`src/rtl/txdma_pkg.sv`:
```
package txdma_pkg;
    typedef enum logic [1:0] {
        CH_OFF   = 2'd0,
        CH_RUN   = 2'd1,
        CH_DRAIN = 2'd2
    } ch_state_e;

    localparam logic [1:0] MODE_STOP = 2'b00;
    localparam logic [1:0] MODE_PEOF = 2'b01;
    localparam logic [1:0] MODE_GO   = 2'b10;

    localparam int MODE_MSB     = 31;
    localparam int REQEN_BIT    = 3;
    localparam int EMPTY_LSB    = 24;
    localparam int NOPEND_LSB   = 16;
endpackage

```
`src/rtl/txdma_cfg_regs.sv`:
```
module txdma_cfg_regs
    import txdma_pkg::*;
#(
    parameter int N_CH        = 8,
    parameter int ADDR_W      = 12,
    parameter int DATA_W      = 32,
    parameter int STRIDE      = 32,
    parameter int STATUS_ADDR = 256
) (
    input  logic              clk,
    input  logic              rst_n,
    input  logic              wr_i,
    input  logic [ADDR_W-1:0] addr_i,
    input  logic [DATA_W-1:0] wdata_i,
    input  logic [DATA_W-1:0] status_i,
    output logic [DATA_W-1:0] rdata_o,
    output logic [1:0]        mode_o  [N_CH],
    output logic [N_CH-1:0]   reqen_o
);
    localparam int STRIDE_SH = $clog2(STRIDE);
    localparam int IDX_W     = (N_CH > 1) ? $clog2(N_CH) : 1;
    localparam int CFG_SPAN  = N_CH * STRIDE;

    logic             hit_cfg;
    logic             hit_stat;
    logic [IDX_W-1:0] idx;

    always_comb begin
        hit_cfg  = (int'(addr_i) < CFG_SPAN) && (addr_i[STRIDE_SH-1:0] == '0);
        hit_stat = (int'(addr_i) == STATUS_ADDR);
        idx      = addr_i[STRIDE_SH +: IDX_W];
    end

    for (genvar g = 0; g < N_CH; g++) begin : g_reg
        always_ff @(posedge clk or negedge rst_n) begin
            if (!rst_n) begin
                mode_o[g]  <= MODE_STOP;
                reqen_o[g] <= 1'b0;
            end else if (wr_i && hit_cfg && (int'(idx) == g)) begin
                mode_o[g]  <= wdata_i[MODE_MSB -: 2];
                reqen_o[g] <= wdata_i[REQEN_BIT];
            end
        end
    end

    always_comb begin
        rdata_o = '0;
        if (hit_cfg) begin
            rdata_o[MODE_MSB -: 2]  = mode_o[idx];
            rdata_o[REQEN_BIT]      = reqen_o[idx];
        end else if (hit_stat) begin
            rdata_o = status_i;
        end
    end


    reserved_zero_chk: assert property (@(posedge clk) disable iff (!rst_n)
        hit_cfg |-> (rdata_o[29:4] == '0 && rdata_o[2:0] == '0));


    unmapped_zero_chk: assert property (@(posedge clk) disable iff (!rst_n)
        (!hit_cfg && !hit_stat) |-> (rdata_o == '0));
endmodule

```
`src/rtl/txdma_chan_fsm.sv`:
```
module txdma_chan_fsm
    import txdma_pkg::*;
(
    input  logic       clk,
    input  logic       rst_n,
    input  logic [1:0] mode_i,
    input  logic       reqen_i,
    input  logic       frm_start_i,
    input  logic       frm_end_i,
    output logic       run_o
);
    ch_state_e state_q, state_d;
    logic      in_frame_q;

    always_ff @(posedge clk or negedge rst_n) begin
        if (!rst_n) begin
            state_q    <= CH_OFF;
            in_frame_q <= 1'b0;
        end else begin
            state_q <= state_d;
            if (frm_start_i)    in_frame_q <= 1'b1;
            else if (frm_end_i) in_frame_q <= 1'b0;
        end
    end

    always_comb begin
        state_d = state_q;
        unique case (state_q)
            CH_OFF: begin
                if (mode_i == MODE_GO) state_d = CH_RUN;
            end
            CH_RUN: begin
                if (mode_i == MODE_PEOF)
                    state_d = (in_frame_q && !frm_end_i) ? CH_DRAIN : CH_OFF;
                else if (mode_i != MODE_GO)
                    state_d = CH_OFF;
            end
            CH_DRAIN: begin
                if (mode_i == MODE_GO)        state_d = CH_RUN;
                else if (mode_i != MODE_PEOF) state_d = CH_OFF;
                else if (frm_end_i)           state_d = CH_OFF;
            end
            default: state_d = CH_OFF;
        endcase
    end

    always_comb begin
        run_o = (state_q != CH_OFF) && reqen_i;
    end


    go_starts_chk: assert property (@(posedge clk) disable iff (!rst_n)
        (mode_i == MODE_GO) |=> (run_o || !reqen_i));


    stop_halts_chk: assert property (@(posedge clk) disable iff (!rst_n)
        (mode_i == MODE_STOP || mode_i == 2'b11) |=> !run_o);


    drain_end_chk: assert property (@(posedge clk) disable iff (!rst_n)
        (state_q == CH_DRAIN && mode_i == MODE_PEOF && frm_end_i) |=> (state_q == CH_OFF));


    peof_no_start_chk: assert property (@(posedge clk) disable iff (!rst_n)
        (state_q == CH_OFF && mode_i == MODE_PEOF) |=> (state_q == CH_OFF));
endmodule

```
`src/rtl/txdma_status.sv`:
```
module txdma_status
    import txdma_pkg::*;
#(
    parameter int N_CH   = 8,
    parameter int DATA_W = 32
) (
    input  logic              clk,
    input  logic              rst_n,
    input  logic [N_CH-1:0]   empty_i,
    input  logic [N_CH-1:0]   pend_i,
    output logic [DATA_W-1:0] status_o
);
    always_ff @(posedge clk or negedge rst_n) begin
        if (!rst_n) begin
            status_o <= '0;
        end else begin
            status_o                         <= '0;
            status_o[EMPTY_LSB  +: N_CH]     <= empty_i;
            status_o[NOPEND_LSB +: N_CH]     <= ~pend_i;
        end
    end


    status_track_chk: assert property (@(posedge clk) disable iff (!rst_n)
        1'b1 |=> (status_o[EMPTY_LSB +: N_CH] == $past(empty_i)
                  && status_o[NOPEND_LSB +: N_CH] == ~$past(pend_i)));
endmodule

```
`src/rtl/txdma_ctrl.sv`:
```
module txdma_ctrl
    import txdma_pkg::*;
#(
    parameter int N_CH        = 8,
    parameter int ADDR_W      = 12,
    parameter int DATA_W      = 32,
    parameter int STRIDE      = 32,
    parameter int STATUS_ADDR = 256
) (
    input  logic              clk,
    input  logic              rst_n,
    input  logic              bus_wr,
    input  logic [ADDR_W-1:0] bus_addr,
    input  logic [DATA_W-1:0] bus_wdata,
    output logic [DATA_W-1:0] bus_rdata,
    input  logic [N_CH-1:0]   frm_start,
    input  logic [N_CH-1:0]   frm_end,
    input  logic [N_CH-1:0]   buf_empty,
    input  logic [N_CH-1:0]   req_pend,
    output logic [N_CH-1:0]   chan_run,
    output logic [DATA_W-1:0] status
);
    logic [1:0]      mode  [N_CH];
    logic [N_CH-1:0] reqen;

    txdma_cfg_regs #(
        .N_CH(N_CH), .ADDR_W(ADDR_W), .DATA_W(DATA_W),
        .STRIDE(STRIDE), .STATUS_ADDR(STATUS_ADDR)
    ) i_regs (
        .clk(clk), .rst_n(rst_n), .wr_i(bus_wr), .addr_i(bus_addr),
        .wdata_i(bus_wdata), .status_i(status), .rdata_o(bus_rdata),
        .mode_o(mode), .reqen_o(reqen)
    );

    for (genvar g = 0; g < N_CH; g++) begin : g_ch
        txdma_chan_fsm i_fsm (
            .clk(clk), .rst_n(rst_n), .mode_i(mode[g]), .reqen_i(reqen[g]),
            .frm_start_i(frm_start[g]), .frm_end_i(frm_end[g]),
            .run_o(chan_run[g])
        );
    end

    txdma_status #(.N_CH(N_CH), .DATA_W(DATA_W)) i_stat (
        .clk(clk), .rst_n(rst_n), .empty_i(buf_empty), .pend_i(req_pend),
        .status_o(status)
    );


    reqen_gate_chk: assert property (@(posedge clk) disable iff (!rst_n)
        (chan_run & ~reqen) == '0);
endmodule

```
`config.mk`:
```
export PLATFORM = sky130hd
export DESIGN_NAME = txdma_ctrl
export DESIGN_NICKNAME = d
export VERILOG_FILES = /design/src/rtl/txdma_pkg.sv /design/src/rtl/txdma_cfg_regs.sv /design/src/rtl/txdma_chan_fsm.sv /design/src/rtl/txdma_status.sv /design/src/rtl/txdma_ctrl.sv
export SDC_FILE = /design/constraint.sdc
export NUM_CORES = 1
export LEC_CHECK = 0
export BUFFER_PORTS_ARGS = -buffer_cell sky130_fd_sc_hd__buf_2
export CELL_PAD_IN_SITES_DETAIL_PLACEMENT = 2
export CELL_PAD_IN_SITES_GLOBAL_PLACEMENT = 2
export CORE_MARGIN = 2
export CORE_UTILIZATION = 29
export CTS_CLUSTER_DIAMETER = 30
export CTS_CLUSTER_SIZE = 20
export DETAILED_ROUTE_END_ITERATION = 8
export GPL_TIMING_DRIVEN = 0
export HOLD_SLACK_MARGIN = 0.02
export PLACE_DENSITY_LB_ADDON = 0.1
export SYNTH_ARGS = -nofsm -noshare
export SYNTH_HDL_FRONTEND = slang
export SYNTH_SLANG_ARGS = --single-unit
```
`constraint.sdc`:
```
create_clock -name clk -period 2.55 [get_ports clk]
set_input_delay 0.3825 -clock clk [delete_from_list [all_inputs] [get_ports clk]]
set_output_delay 0.3825 -clock clk [all_outputs]
set_load 0.02 [all_outputs]
```
# --- Yosys cells after proc, flatten, opt, wreduce, memory -nomap -nowiden ---
# Cells that the tools add are included.
# W data, S select, Z words.
totals:
  romBits: 0
  wordCells: 276
  mem_count: 0
  ramBits: 0
  latchBits: 0
  inputBits: 79
  out_inout_bits: 72
  ff_bits: 64
op_classes:
  div_mod_pow: 0
  eq_ne: 80
  n_lt_le_gt_ge: 3
  bitwise_logic: 2
  multipliers: 0
  shifts: 0
  mux: 90
  reduce_logical: 68
  addsub: 0
op_table:
  columns: ["operator", "n"]
  rows:
  - ["$mux W2", 59]
  - ["$pmux W2 S3", 8]
  - ["$eq A2 B1 Y1 const B", 16]
  - ["$eq A2 B2 Y1 const B", 16]
  - ["$mux W32", 1]
  - ["$ne A2 B1 Y1 const B", 16]
  - ["$ne A4 B2 Y1 const B", 8]
  - ["$reduce_bool A2 Y1", 16]
  - ["$logic_and A1 B1 Y1", 26]
  - ["$mux W26", 1]
  - ["$ne A3 B1 Y1 const B", 8]
  - ["$reduce_and A3 Y1", 8]
  - ["$mux W1", 18]
  - ["$logic_not A2 Y1", 8]
  - ["$ne A2 B2 Y1 const B", 8]
  - ["$eq A12 B10 Y1 const B", 1]
  - ["$eq A3 B3 Y1 const B", 4]
  - ["$lt A12 B9 Y1 const B", 1]
  - ["$logic_not A1 Y1", 8]
  - ["$not A8 Y8", 1]
  - ["$bmux W2 S3", 1]
  - ["$eq A3 B2 Y1 const B", 2]
  - ["$logic_not A5 Y1", 1]
  - ["$ge A4 B4 Y1 const B", 1]
  - ["other kinds (6)", 6]

# --- Logic depth before layout (Yosys ltp) ---
# Gate-level depths: netlist of run 1.
logic_depth:
  ltp_word: 5
  ltp_mapped: 5
  depth_no_buf: 3

# --- Hierarchy ---
# Synthesis of run 1 repeated with hierarchy kept, for this count alone.
hier_totals:
  hier_cells: 254
  area_unflattened_um2: 3090.5
by_module_without_submodules:
  columns: ["module", "n_inst", "area_each_um2", "cells_each", "seq_area_each_um2"]
  rows:
  - ["txdma_cfg_regs", 1, 1445.1, 117, 600.6]
  - ["txdma_chan_fsm", 8, 136.4, 12, 75.1]
  - ["txdma_status", 1, 554.3, 41, 400.4]

# --- Worst setup path before layout of run 1 ---
# Ideal clock, no wire load.
synth_path:
  kind: "in2out"
  startpoint: "in bus_addr[4]"
  endpoint: "out bus_rdata[30]"
  required_ns: 2.168
  n_path_buf: 1
  slack_ns: 0.324
  arrival_ns: 1.843
  path_stages: 4
  cell_sequence: "or4_4 > buf_6 > or3_1 > o2bb2ai_1"
synth_between:
  elab_chain_len: 3
  word_cells_on_any_way: 6
  classes_between: "order compare: 1; eq/ne: 1; mux: 2; reduce/logical: 2"
synth_rtl:
  columns: ["item", "line", "rtl"]
  rows:
  - ["from (decl)", "txdma_ctrl.sv:13", "input logic [ADDR_W-1:0] bus_addr,"]
  - ["$lt A12 B9 Y1, or another cell as far along", "txdma_cfg_regs.sv:29", "hit_cfg = (int'(addr_i) < CFG_SPAN) && (addr_i[STRIDE_SH-1:0] == '0);"]
  - ["$logic_and A1 B1 Y1 or $mux W32 (tied branches)", "txdma_cfg_regs.sv:29, txdma_cfg_regs.sv:51", null]
  - ["$mux W2 (*)", "txdma_cfg_regs.sv:48", "if (hit_cfg) begin"]
  - ["to (decl)", "txdma_ctrl.sv:15", "output logic [DATA_W-1:0] bus_rdata,"]
# Every way passes the cells marked *; elsewhere a longest branch is shown, timed or not.

# --- Worst setup path after layout of run 1 ---
layout_path:
  startpoint: "in bus_addr[1]"
  endpoint: "out bus_rdata[30]"
# The elaborated chain is that of the path after synthesis.

==> results by group, run 1 <==
Die
  • Initial Utilization: 0.2975
  • # IOs: 151
  • Core Footprint: 10,890 um^2
  • Overall die area: approximately 12,000 um^2
  • Number of placement rows: 38
  • Die H: 109.7 um
  • Overall die width: 109.7 um

Clocking
  • TritonCTS clock tree: yes
  • Clk slew on worst S/H paths: about 70 ps
  • Cell at the root of the clock tree: sky130_fd_sc_hd__clkbuf_8
  • Number of buffers added by the clock tree synthesis step: 9
  • CTS Sinks: 64
  • Maximum number of buffers from clock root to sink: 2
  • CTS Hold Bufs: 0
  • Count of H-tree levels built during CTS: 3
  • Insertion delay of the later-clocked pin in the worst-skew pair: ~340 ps

Global route
  • Largest net degree at the start of global routing: 65
  • GRT Resource Usage Total: 0.1460
  • Number of global-route vias before repair: about 2,600
  • Global-route wire length before repair: 13,300 um
  • Number of antenna violations at the first check in global routing: 0
  • Grt total ovfl: 0

Worst hold path
  • Kind of path behind the tightest hold check: in2async

Setup path
  • Category of the worst setup path launch point: input port
  • Largest driver fanout on the critical path: 10
  • Worst Path Required: 2170 ps
  • Worst setup path category: in2out
  • Data arrival time at the worst-slack endpoint: roughly 2000 ps
  • Type of element capturing the critical path: output pin

Drt
  • DR DRC count: 0
  • Total iterations of the first detailed-routing run: 4
  • Final antenna-violating net count: 0
  • Initial DRC Count: between 50 and 60
  • Routed wire length per instance: around 15 um
  • Wire length after detailed routing: about 7900 um
  • Overall via count from detail_route: around 2,400
  • Detailed-route vias per instance: approximately 4.4

Timing
  • Slew HR: 0.4470
  • Final Max Slew Viols: 0
  • Transition time of the tightest slew-check pin: a little over 800 ps
  • Final critical-path share of the clock period: 0.9492
  • Final-report hold violation count: 0
  • Final setup skew: 8.268 ps
  • Final critical path time including I/O delays and setup: about 2400 ps
  • Setup tns final: 0 ps
  • Unrepaired setup endpoints after global routing: no
  • Highest clock rate: around 410 MHz
  • Setup violators final: 0

Cells and area
  • FF+latch area: ~1600 um^2
  • Share of post-route cells with drive strength above 1: 0.4643
  • Fill cell instance count of the final layout: ~1,200
  • Number of antenna diodes: 0
  • Total non-filler cell area in the finished layout: around 4200 um^2
  • Area of the multi-input gates: 1316 um^2
  • Area overhead of the layout relative to synthesis: 29.16%
  • Net total in the final layout: ~470

Placed design
  • Final Wtd Congestion: between 0.7 and 0.8
  • Standard cell area after detailed placement: between 3000 and 4000 um^2
  • Final HPWL from detailed placement: ~6000 um
  • Port buffer count: 89

Synthesis
  • Dominant cells by area after synthesis: sky130_fd_sc_hd__dfrtp_1 (49%), sky130_fd_sc_hd__buf_4 (9.5%), sky130_fd_sc_hd__mux2_2 (5.9%)
  • Largest area contributor in the synthesized netlist: sky130_fd_sc_hd__dfrtp_1
  • Async set or reset register ratio after synthesis: 1.000
  • Top FF cell, synth: sky130_fd_sc_hd__dfrtp_1
  • Synthesis warning total: 0
  • Cell count after synthesis: around 260
  • Sequential fraction of the synthesis area: 0.4944
  • Syn avg cell area: roughly 13 um^2
  • Total standard cell area after synthesis: between 3000 and 4000 um^2
  • Flop and latch count out of synthesis: 64
  • Leading post-synthesis cells by instance count: sky130_fd_sc_hd__dfrtp_1 (64), sky130_fd_sc_hd__buf_4 (41), sky130_fd_sc_hd__inv_1 (26)
  • Most frequent cell after synthesis: sky130_fd_sc_hd__dfrtp_1
  • Distinct cell type count of the synthesized netlist: 33
  • Area fraction of the dominant cell type after synthesis: 0.4944
  • Count of flip-flops with a built-in enable after synthesis: 0

Pwr
  • Ratio of total power to cell area: about 520 nW/um^2
  • Relative contribution of combinational cells to total power: 0.107
  • Share of total power in sequential cells: 0.482
  • Switching power: 549.0 uW
  • Power Internal: about 1600 uW
  • Leak: 0.002214 uW
  • Sw Share: 0.2518
  • Clock network power share: 0.411
  • Peak supply drop: roughly 0.00022 V

Outcome
  • Outcome: finished, final reports clean

Run
  • Max-capacitance violation count: 0
[layout make-up]
| class | instances | share of cell area |
|---|---|---|
| buffer | 46 | 0.08104 |
| tap | 140 | 0.04187 |
| clock buffer | 13 | 0.03798 |
| timing repair buffer | 90 | 0.1089 |
| inverter | 26 | 0.02333 |
| multi-input combinational | 150 | 0.3146 |
| sequential | 64 | 0.3828 |
| clock inverter | 3 | 0.009569 |
[worst max-delay path: stages]
cell and delay (ps):
sky130_fd_sc_hd__buf_2 90, sky130_fd_sc_hd__or4_1 550, sky130_fd_sc_hd__buf_4 250, sky130_fd_sc_hd__or3_1 370, sky130_fd_sc_hd__o2bb2ai_1 190, sky130_fd_sc_hd__buf_2 200
[stage by stage]
| step | total power, uW | setup slack [ps] | hold WS [ps] | instances | util |
|---|---|---|---|---|---|
| floorplan | 1209 | 324.3 | 86.91 | 286 | - |
| global placement | 1302 | -17.26 | 466.3 | 515 | 0.3649 |
| detailed placement | 1306 | -20.46 | 465.6 | 515 | 0.3651 |
| CTS | 2219 | 24.15 | 121.4 | 531 | 0.3836 |
| global route | 2295 | 6.510 | 126.9 | 532 | 0.3843 |
| finish | 2180 | 129.6 | 145.1 | 532 | 0.3843 |
[worst paths after layout]
kind	start	endpoint	slack, ps	cells after the start
min reg2reg	g_ch[2].i_fsm.in_frame_q	g_ch[2].i_fsm.in_frame_q	480	1
max reg2reg	g_ch[5].i_fsm.state_q[1]	g_ch[5].i_fsm.state_q[1]	1630	3
max in group asynchronous	rst_n	i_stat.status_o[24]	1870	1
min in group clk	buf_empty[1]	i_stat.status_o[25]	150	1
max	bus_addr[1]	bus_rdata[30]	130	6
min	rst_n	i_regs.reqen_o[1]	150	1
[state kept, by name, summed over array words and instances (netlist names)]
register / cells
i_regs.mode_o: 16
i_regs.reqen_o: 8
g_ch.i_fsm.in_frame_q: 8
g_ch.i_fsm.state_q: 16
i_stat.status_o: 16
[cell families (layout without fill, tap and decap cells)]
group,Yosys count,in the layout,share of synthesized area
mux,39,39,0.1530
other cells,1,31,0.001158
buf+inv,72,178,0.1340
compound gates,28,28,0.06412
flops,64,64,0.4944
simple gates,52,52,0.1533
[routing by layer]
layer / global-route usage / wire length (um)
met4: 0.05154 / 116
met1: 0.1872 / 3444
met5: 0 / 0
met2: 0.2293 / 3667
met3: 0.04979 / 678
[placed cells by master, fill, tap and decap left out]
| master | n |
|---|---|
| sky130_fd_sc_hd__a211oi_1 | 8 |
| sky130_fd_sc_hd__a21o_1 | 8 |
| sky130_fd_sc_hd__and2_1 | 14 |
| sky130_fd_sc_hd__and4_1 | 8 |
| sky130_fd_sc_hd__buf_1 | 1 |
| sky130_fd_sc_hd__buf_2 | 89 |
| sky130_fd_sc_hd__buf_4 | 44 |
| sky130_fd_sc_hd__buf_6 | 1 |
| sky130_fd_sc_hd__bufinv_16 | 1 |
| sky130_fd_sc_hd__clkbuf_1 | 3 |
| sky130_fd_sc_hd__clkbuf_8 | 11 |
| sky130_fd_sc_hd__clkinv_2 | 2 |
| sky130_fd_sc_hd__conb_1 | 31 |
| sky130_fd_sc_hd__dfrtp_1 | 64 |
| sky130_fd_sc_hd__inv_1 | 26 |
| sky130_fd_sc_hd__mux2_1 | 7 |
| sky130_fd_sc_hd__mux2_2 | 17 |
| sky130_fd_sc_hd__mux2i_1 | 9 |
| sky130_fd_sc_hd__mux4_2 | 6 |
| sky130_fd_sc_hd__nand2_1 | 6 |
| sky130_fd_sc_hd__nand3b_1 | 2 |
| sky130_fd_sc_hd__nand4_1 | 1 |
| sky130_fd_sc_hd__nand4b_1 | 3 |
| sky130_fd_sc_hd__nand4bb_1 | 1 |
| sky130_fd_sc_hd__nor2_1 | 1 |
| sky130_fd_sc_hd__nor3_4 | 1 |
| sky130_fd_sc_hd__nor4_4 | 8 |
| sky130_fd_sc_hd__o21a_1 | 8 |
| sky130_fd_sc_hd__o21ai_0 | 2 |
| sky130_fd_sc_hd__o2bb2ai_1 | 2 |
| sky130_fd_sc_hd__or3_1 | 1 |
| sky130_fd_sc_hd__or4_1 | 1 |
| sky130_fd_sc_hd__or4_4 | 1 |
| sky130_fd_sc_hd__or4b_1 | 1 |
| sky130_fd_sc_hd__or4b_2 | 1 |
| sky130_fd_sc_hd__or4bb_1 | 2 |
[power groups by stage]
| stage | Combinational [uW] | Sequential [uW] | Clock, uW |
|---|---|---|---|
| after floorplan | 124 | 1080 | 0 |
| after global placement | 232 | 1070 | 0 |
| after detailed placement | 235 | 1070 | 0 |
| after CTS | 235 | 1050 | 933 |
| after global routing | 258 | 1050 | 983 |
| final | 233 | 1050 | 897 |
[timing repair]
action	CTS	global route
setup buffers	0	1
pin swaps	0	1
endpoints found under the setup margin	2	9
gates resized for setup	1	0
Note: power is estimated with default switching activity, not from simulation.
==> inputs of run 2 (changes only) <==
PLACE_DENSITY = 0.87   (was not set)
PLACE_DENSITY_LB_ADDON = not set   (was 0.1)
==> run 2 against run 1 <==
Power up 2.8%. Register-to-register slack about the same. Core utilization up 0.10 points. Die area unchanged. Wire length up 11%. Final cell count down 0.19%. Fmax down 1.8%. Non-clock buffer count down 1. Combinational power about the same. Sequential cell count unchanged. Worst hold slack worse by 16 ps. Highest routed layer unchanged. Count of clock-buffer cells in the layout up 1.
==> results by group, run 2 (synthesis gave the netlist of run 1 again) <==
Placed design
  • Worst slack, placed: -49.35 ps (was -20.46 ps)
  • Final HPWL from detailed placement: 6752 um (was 6011 um)
  • Port buffer count: 89 (unchanged)
  • Standard cell area after detailed placement: 3975 um^2 (unchanged)
  • Final Wtd Congestion: 0.7826 (was 0.7091)

Cells and area
  • Total non-filler cell area in the finished layout: 4195 um^2 (was 4184 um^2)
  • Share of post-route cells with drive strength above 1: 0.4655 (was 0.4643)
  • Largest registers: g_ch.i_fsm.state_q: 16 flops, i_regs.mode_o: 16 flops, i_stat.status_o: 16 flops (unchanged)
  • Utilization after layout: 0.3853 (was 0.3843)
  • Fill cell instance count of the final layout: 1,158 (was 1,201)
  • Net total in the final layout: 465 (was 466)
  • Area overhead of the layout relative to synthesis: 29.51% (was 29.16%)
  • Number of antenna diodes: 0 (unchanged)
  • Commonest cells after routing, fill and taps aside: sky130_fd_sc_hd__buf_2 (89), sky130_fd_sc_hd__dfrtp_1 (64), sky130_fd_sc_hd__buf_4 (43), sky130_fd_sc_hd__conb_1 (31), sky130_fd_sc_hd__inv_1 (26) (was sky130_fd_sc_hd__buf_2 (89), sky130_fd_sc_hd__dfrtp_1 (64), sky130_fd_sc_hd__buf_4 (44), sky130_fd_sc_hd__conb_1 (31), sky130_fd_sc_hd__inv_1 (26))
  • Most common library cell in the layout ignoring fill and taps: sky130_fd_sc_hd__buf_2 (unchanged)

Timing
  • Final Max Slew Viols: 0 (unchanged)
  • Transition time of the tightest slew-check pin: 820.1 ps (was 829.5 ps)
  • Highest clock rate: 405.9 MHz (was 413.2 MHz)
  • Setup tns final: 0 ps (unchanged)
  • Setup WS post-layout: 86.50 ps (was 129.6 ps)
  • Setup violators final: 0 (unchanged)
  • Slew HR: 0.4532 (was 0.4470)
  • Unrepaired setup endpoints after global routing: no (unchanged)
  • Final critical path time including I/O delays and setup: 2463 ps (was 2420 ps)
  • Final critical-path share of the clock period: 0.9661 (was 0.9492)
  • Final-report hold violation count: 0 (unchanged)
  • Final setup skew: 5.752 ps (was 8.268 ps)

Drt
  • Overall via count from detail_route: 2,366 (was 2,361)
  • Initial DRC Count: 88 (was 57)
  • Wire length after detailed routing: 8740 um (was 7906 um)
  • Final antenna-violating net count: 0 (unchanged)
  • Detailed-route vias per instance: 4.456 (was 4.438)
  • DR DRC count: 0 (unchanged)
  • Total iterations of the first detailed-routing run: 3 (was 4)
  • Routed wire length per instance: 16.46 um (was 14.86 um)

Setup path
  • Worst setup path category: in2out (unchanged)
  • Type of element capturing the critical path: output pin (unchanged)
  • WP buf/inv: 4 (was 3)
  • Cell-by-cell listing of the critical path: buf_2 > or4_1 > buf_4 > nor3_4 > buf_4 > and2_1 > buf_2 (was buf_2 > or4_1 > buf_4 > or3_1 > o2bb2ai_1 > buf_2)
  • Slowest-stage cell, CP: sky130_fd_sc_hd__or4_1 (unchanged)
  • Data arrival time at the worst-slack endpoint: 2080 ps (was 2040 ps)
  • CP top delay family: simple AND/OR/NAND/NOR gates (unchanged)
  • Reg2Reg Launch Point: g_ch[2].i_fsm.state_q[1] (was g_ch[5].i_fsm.state_q[1])
  • Delay contributed by the slowest stage of the critical path: 540 ps (was 550 ps)
  • Worst Path Required: 2170 ps (about the same)
  • Category of the worst setup path launch point: input port (unchanged)
  • Largest driver fanout on the critical path: 10 (unchanged)
  • Critical Path Start: bus_addr[1] (unchanged)

Run
  • Max-capacitance violation count: 0 (unchanged)

Global route
  • Grt total ovfl: 0 (unchanged)
  • Global-route wire length before repair: 14,040 um (was 13,300 um)
  • Largest net degree at the start of global routing: 65 (unchanged)
  • Number of antenna violations at the first check in global routing: 0 (unchanged)
  • Number of global-route vias before repair: 2,695 (was 2,606)
  • GRT Resource Usage Total: 0.1568 (was 0.1460)

Pwr
  • Leak: 0.002218 uW (was 0.002214 uW)
  • Ratio of total power to cell area: 534.4 nW/um^2 (was 521.0 nW/um^2)
  • Power after layout: 2242 uW (was 2180 uW)
  • Peak supply drop: 0.0003209 V (was 0.0002158 V)

Clocking
  • CTS Hold Bufs: 0 (unchanged)
  • Clk slew on worst S/H paths: 70 ps (about the same)
  • Cell at the root of the clock tree: sky130_fd_sc_hd__clkbuf_8 (unchanged)
  • Count of H-tree levels built during CTS: 3 (unchanged)
  • TritonCTS clock tree: yes (unchanged)
  • Number of buffers added by the clock tree synthesis step: 9 (unchanged)
  • Post-CTS Setup Repair Bufs: 0 (unchanged)
  • Maximum number of buffers from clock root to sink: 2 (unchanged)
  • CTS Sinks: 64 (unchanged)
  • Insertion delay of the later-clocked pin in the worst-skew pair: 340 ps (about the same)

Die
  • Overall die width: 109.7 um (unchanged)
  • Initial Utilization: 0.2975 (unchanged)
  • Die H: 109.7 um (unchanged)
  • # IOs: 151 (unchanged)
  • Core Footprint: 10,890 um^2 (unchanged)
  • Number of placement rows: 38 (unchanged)
  • Overall die area: 12,030 um^2 (unchanged)

Outcome
  • Outcome: finished, final reports clean (unchanged)

Worst hold path
  • Kind of path behind the tightest hold check: in2async (unchanged)
run 2: cell types whose count changed in the layout (fill, tap and decap cells not counted):
cell,previous run,this run
sky130_fd_sc_hd__clkbuf_8,11,13
sky130_fd_sc_hd__buf_4,44,43
sky130_fd_sc_hd__clkbuf_1,3,2
sky130_fd_sc_hd__clkinv_2,2,1
run 2: cell type report:
class / instances / area (um^2) / area share
sequential: 64 / 1602 / 0.3817
multi-input combinational: 150 / 1316 / 0.3137
timing repair buffer: 89 / 447.9 / 0.1068
buffer: 46 / 339.1 / 0.08082
clock buffer: 14 / 182.7 / 0.04354
tap: 140 / 175.2 / 0.04175
inverter: 26 / 97.59 / 0.02326
clock inverter: 2 / 35.03 / 0.008351
run 2: per-layer routing:
layer  wire (um)  GRT usage  vias to the layer above  part of all wire
met5           0          0                        -                 0
met4         192    0.07052                        0             0.022
met3         573    0.04564                       12             0.066
met2        4642     0.2870                       90              0.53
met1        3331     0.1654                     1173              0.38
li1            -          -                     1091                 -
run 2: repair_timing:
| item | in CTS | in global routing |
|---|---|---|
| endpoints found under the setup margin | 5 | 0 |
| endpoints found under the hold margin | 0 | 0 |
| gates resized for setup | 1 | 0 |
run 2: worst paths after layout:
| check | endpoint | slack [ps] | cells past startpoint |
|---|---|---|---|
| max | bus_rdata[26] | 90 | 7 |
| min | g_ch[3].i_fsm.state_q[0] | 130 | 1 |
| max reg2reg | g_ch[2].i_fsm.state_q[1] | 1620 | 3 |
| min reg2reg | g_ch[6].i_fsm.state_q[0] | 480 | 1 |
| max in group asynchronous | i_regs.mode_o[3] | 1880 | 1 |
| min in group clk | i_stat.status_o[26] | 140 | 1 |
run 2: per-stage QoR:
stage,std cells,hold WS [ps]
final,531,129.4
after global routing,531,125.4
after CTS,531,125.1
after detailed placement,515,472.8
after global placement,515,459.6
after floorplan,286,86.91
run 2: power breakdown:
group / leakage (uW) / total, uW / internal (uW) / switching, uW
Clock: 0.000113 / 956 / 558 / 399
Sequential: 0.000831 / 1050 / 1040 / 13.2
Combinational: 0.00127 / 234 / 89.6 / 144
==> inputs of run 3 (changes only) <==
CORE_MARGIN = not set   (was 2)
==> run 3 against run 2 <==
Via count fell by 1.5%. Design area increased by 0.15%. Sequential share of layout area shrank 0.057 points. Fmax is 0.57% higher. Register-to-register slack improved by 20 ps. Clock power fell by 6.0%. Worst setup slack better by 14 ps. Sequential power about the same. Largest power group unchanged.
==> results by group, run 3 (synthesis gave the netlist of run 1 again) <==
Outcome
  • Outcome: finished, final reports clean (unchanged)

Clocking
  • Maximum number of buffers from clock root to sink: 2 (unchanged)
  • TritonCTS clock tree: yes (unchanged)
  • Clk slew on worst S/H paths: 70 ps (about the same)
  • CTS Hold Bufs: 0 (unchanged)
  • Count of H-tree levels built during CTS: 3 (unchanged)
  • Number of buffers added by the clock tree synthesis step: 9 (unchanged)
  • Cell at the root of the clock tree: sky130_fd_sc_hd__clkbuf_8 (unchanged)
  • Insertion delay of the later-clocked pin in the worst-skew pair: 350 ps (was 340 ps)
  • CTS Sinks: 64 (unchanged)

Cells and area
  • Number of antenna diodes: 0 (unchanged)
  • Net total in the final layout: 466 (was 465)
  • Share of post-route cells with drive strength above 1: 0.4694 (was 0.4655)
  • Largest registers: g_ch.i_fsm.state_q: 16 flops, i_regs.mode_o: 16 flops, i_stat.status_o: 16 flops (unchanged)
  • Commonest cells after routing, fill and taps aside: sky130_fd_sc_hd__buf_2 (90), sky130_fd_sc_hd__dfrtp_1 (64), sky130_fd_sc_hd__buf_4 (41), sky130_fd_sc_hd__conb_1 (31), sky130_fd_sc_hd__inv_1 (26) (was sky130_fd_sc_hd__buf_2 (89), sky130_fd_sc_hd__dfrtp_1 (64), sky130_fd_sc_hd__buf_4 (43), sky130_fd_sc_hd__conb_1 (31), sky130_fd_sc_hd__inv_1 (26))
  • Most common library cell in the layout ignoring fill and taps: sky130_fd_sc_hd__buf_2 (unchanged)
  • Fill cell instance count of the final layout: 1,180 (was 1,158)
  • Area overhead of the layout relative to synthesis: 29.70% (was 29.51%)
  • Utilization after layout: 0.3876 (was 0.3853)

Timing
  • Transition time of the tightest slew-check pin: 776.9 ps (was 820.1 ps)
  • Highest clock rate: 408.2 MHz (was 405.9 MHz)
  • Final setup skew: 6.321 ps (was 5.752 ps)
  • Setup tns final: 0 ps (unchanged)
  • Slew HR: 0.4821 (was 0.4532)
  • Final-report hold violation count: 0 (unchanged)
  • Final Max Slew Viols: 0 (unchanged)
  • Final critical path time including I/O delays and setup: 2450 ps (was 2463 ps)
  • Setup violators final: 0 (unchanged)
  • Final critical-path share of the clock period: 0.9606 (was 0.9661)
  • Unrepaired setup endpoints after global routing: no (unchanged)

Setup path
  • Data arrival time at the worst-slack endpoint: 2070 ps (was 2080 ps)
  • Worst setup path category: in2out (unchanged)
  • Crit path top cell by count: sky130_fd_sc_hd__buf_2
  • Worst Path Required: 2170 ps (about the same)
  • Category of the worst setup path launch point: input port (unchanged)
  • Delay contributed by the slowest stage of the critical path: 520 ps (was 540 ps)
  • Type of element capturing the critical path: output pin (unchanged)
  • Largest driver fanout on the critical path: 10 (unchanged)
  • Cell-by-cell listing of the critical path: buf_2 > or4_4 > buf_6 > nor3_4 > clkbuf_4 > o2bb2ai_1 > buf_2 (was buf_2 > or4_1 > buf_4 > nor3_4 > buf_4 > and2_1 > buf_2)
  • Slowest-stage cell, CP: sky130_fd_sc_hd__or4_4 (was sky130_fd_sc_hd__or4_1)

Drt
  • Met3 WL: 620 um (was 573 um)
  • Detailed-route vias per instance: 4.380 (was 4.456)
  • DR DRC count: 0 (unchanged)
  • Met1 wire length: 3244 um (was 3331 um)
  • Overall via count from detail_route: 2,330 (was 2,366)
  • Total iterations of the first detailed-routing run: 2 (was 3)
  • Wire length after detailed routing: 7893 um (was 8740 um)
  • Initial DRC Count: 57 (was 88)
  • Top metal layer carrying routed signals: met4 (unchanged)
  • Final antenna-violating net count: 0 (unchanged)
  • Routed wire length per instance: 14.84 um (was 16.46 um)
  • Total length of routed met2 wires: 3936 um (was 4642 um)

Pwr
  • Ratio of total power to cell area: 520.1 nW/um^2 (was 534.4 nW/um^2)
  • Peak supply drop: 0.0002643 V (was 0.0003209 V)
  • Power after layout: 2185 uW (was 2242 uW)
  • Leak: 0.002214 uW (was 0.002218 uW)

Global route
  • Global-route wire length before repair: 12,990 um (was 14,040 um)
  • Number of global-route vias before repair: 2,549 (was 2,695)
  • Grt total ovfl: 0 (unchanged)
  • GRT Resource Usage Total: 0.1487 (was 0.1568)
  • Largest net degree at the start of global routing: 34 (was 65)
  • Number of antenna violations at the first check in global routing: 0 (unchanged)

Die
  • Core Footprint: 10,840 um^2 (was 10,890 um^2)
  • Overall die area: 11,600 um^2 (was 12,030 um^2)
  • Overall die width: 107.7 um (was 109.7 um)
  • Number of placement rows: 38 (unchanged)
  • Die H: 107.7 um (was 109.7 um)
  • Initial Utilization: 0.2988 (was 0.2975)
  • # IOs: 151 (unchanged)

Placed design
  • Port buffer count: 89 (unchanged)
  • Final HPWL from detailed placement: 6315 um (was 6752 um)
  • Final Wtd Congestion: 0.7731 (was 0.7826)

Worst hold path
  • Kind of path behind the tightest hold check: in2async (unchanged)

Run
  • Max-capacitance violation count: 0 (unchanged)
run 3: cell count changes in the layout (fill, tap and decap cells not counted):
cell	before	now
sky130_fd_sc_hd__buf_4	43	41
sky130_fd_sc_hd__clkbuf_4	0	1
sky130_fd_sc_hd__buf_12	0	1
sky130_fd_sc_hd__clkinv_2	1	2
sky130_fd_sc_hd__buf_2	89	90
sky130_fd_sc_hd__clkbuf_1	2	1
sky130_fd_sc_hd__clkinvlp_4	0	2
sky130_fd_sc_hd__clkbuf_8	13	11
run 3: cell type report:
| class | instances | area, um^2 | area share |
|---|---|---|---|
| sequential | 64 | 1602 | 0.3812 |
| multi-input combinational | 150 | 1316 | 0.3133 |
| tap | 140 | 175.2 | 0.04169 |
| timing repair buffer | 90 | 465.4 | 0.1108 |
| clock inverter | 5 | 55.05 | 0.01310 |
| inverter | 26 | 97.59 | 0.02323 |
| buffer | 46 | 339.1 | 0.08070 |
| clock buffer | 11 | 151.4 | 0.03603 |
run 3: where the power goes:
group          internal [uW]  total (uW)  switching [uW]
clock                    501         899             398
sequential              1040        1050            13.8
combinational           92.3         234             142
total                   1630        2190             553
run 3: critical path, delay by kind of cell:
kind	cells	cell delay, ps
buffers and inverters	4	730
AO/OA/AOI/OAI	1	120
AND/OR/NAND/NOR	2	820
run 3: path summary, 6_finish.rpt:
| kind | startpoint | to | slack [ps] | cells past startpoint |
|---|---|---|---|---|
| worst max-delay path | bus_addr[4] | bus_rdata[31] | 100 | 7 |
| min in group clk | buf_empty[4] | i_stat.status_o[28] | 140 | 1 |
| worst max register to register | g_ch[2].i_fsm.state_q[1] | g_ch[2].i_fsm.state_q[1] | 1640 | 3 |
| worst min register to register | g_ch[6].i_fsm.in_frame_q | g_ch[6].i_fsm.in_frame_q | 480 | 1 |
| max in group asynchronous | rst_n | i_stat.status_o[19] | 1800 | 2 |
| worst min-delay path | rst_n | g_ch[0].i_fsm.state_q[1] | 110 | 1 |
run 3: timing repair:
action                     CTS  global route
setup endpoints to repair    0             6
buffers inserted             0             0
resized for setup            0             1
run 3: routing by layer:
layer | up-vias | global-route usage
met4 | 0 | 0.05284
met1 | 1149 | 0.1767
met3 | 8 | 0.05024
li1 | 1086 | -
met2 | 87 | 0.2486
met5 | - | 0
run 3: stage by stage:
step           hold slack (ps)  area [um^2]  setup WS (ps)  instances
2_1_floorplan            86.91         3352          324.3        286
3_3_place_gp             461.2         3973          65.61        515
3_5_place_dp             470.0         3993          42.84        516
4_1_cts                  119.2         4199          33.53        532
5_1_grt                  115.3         4202          7.444        532
6_report                 106.6         4202          100.4        532
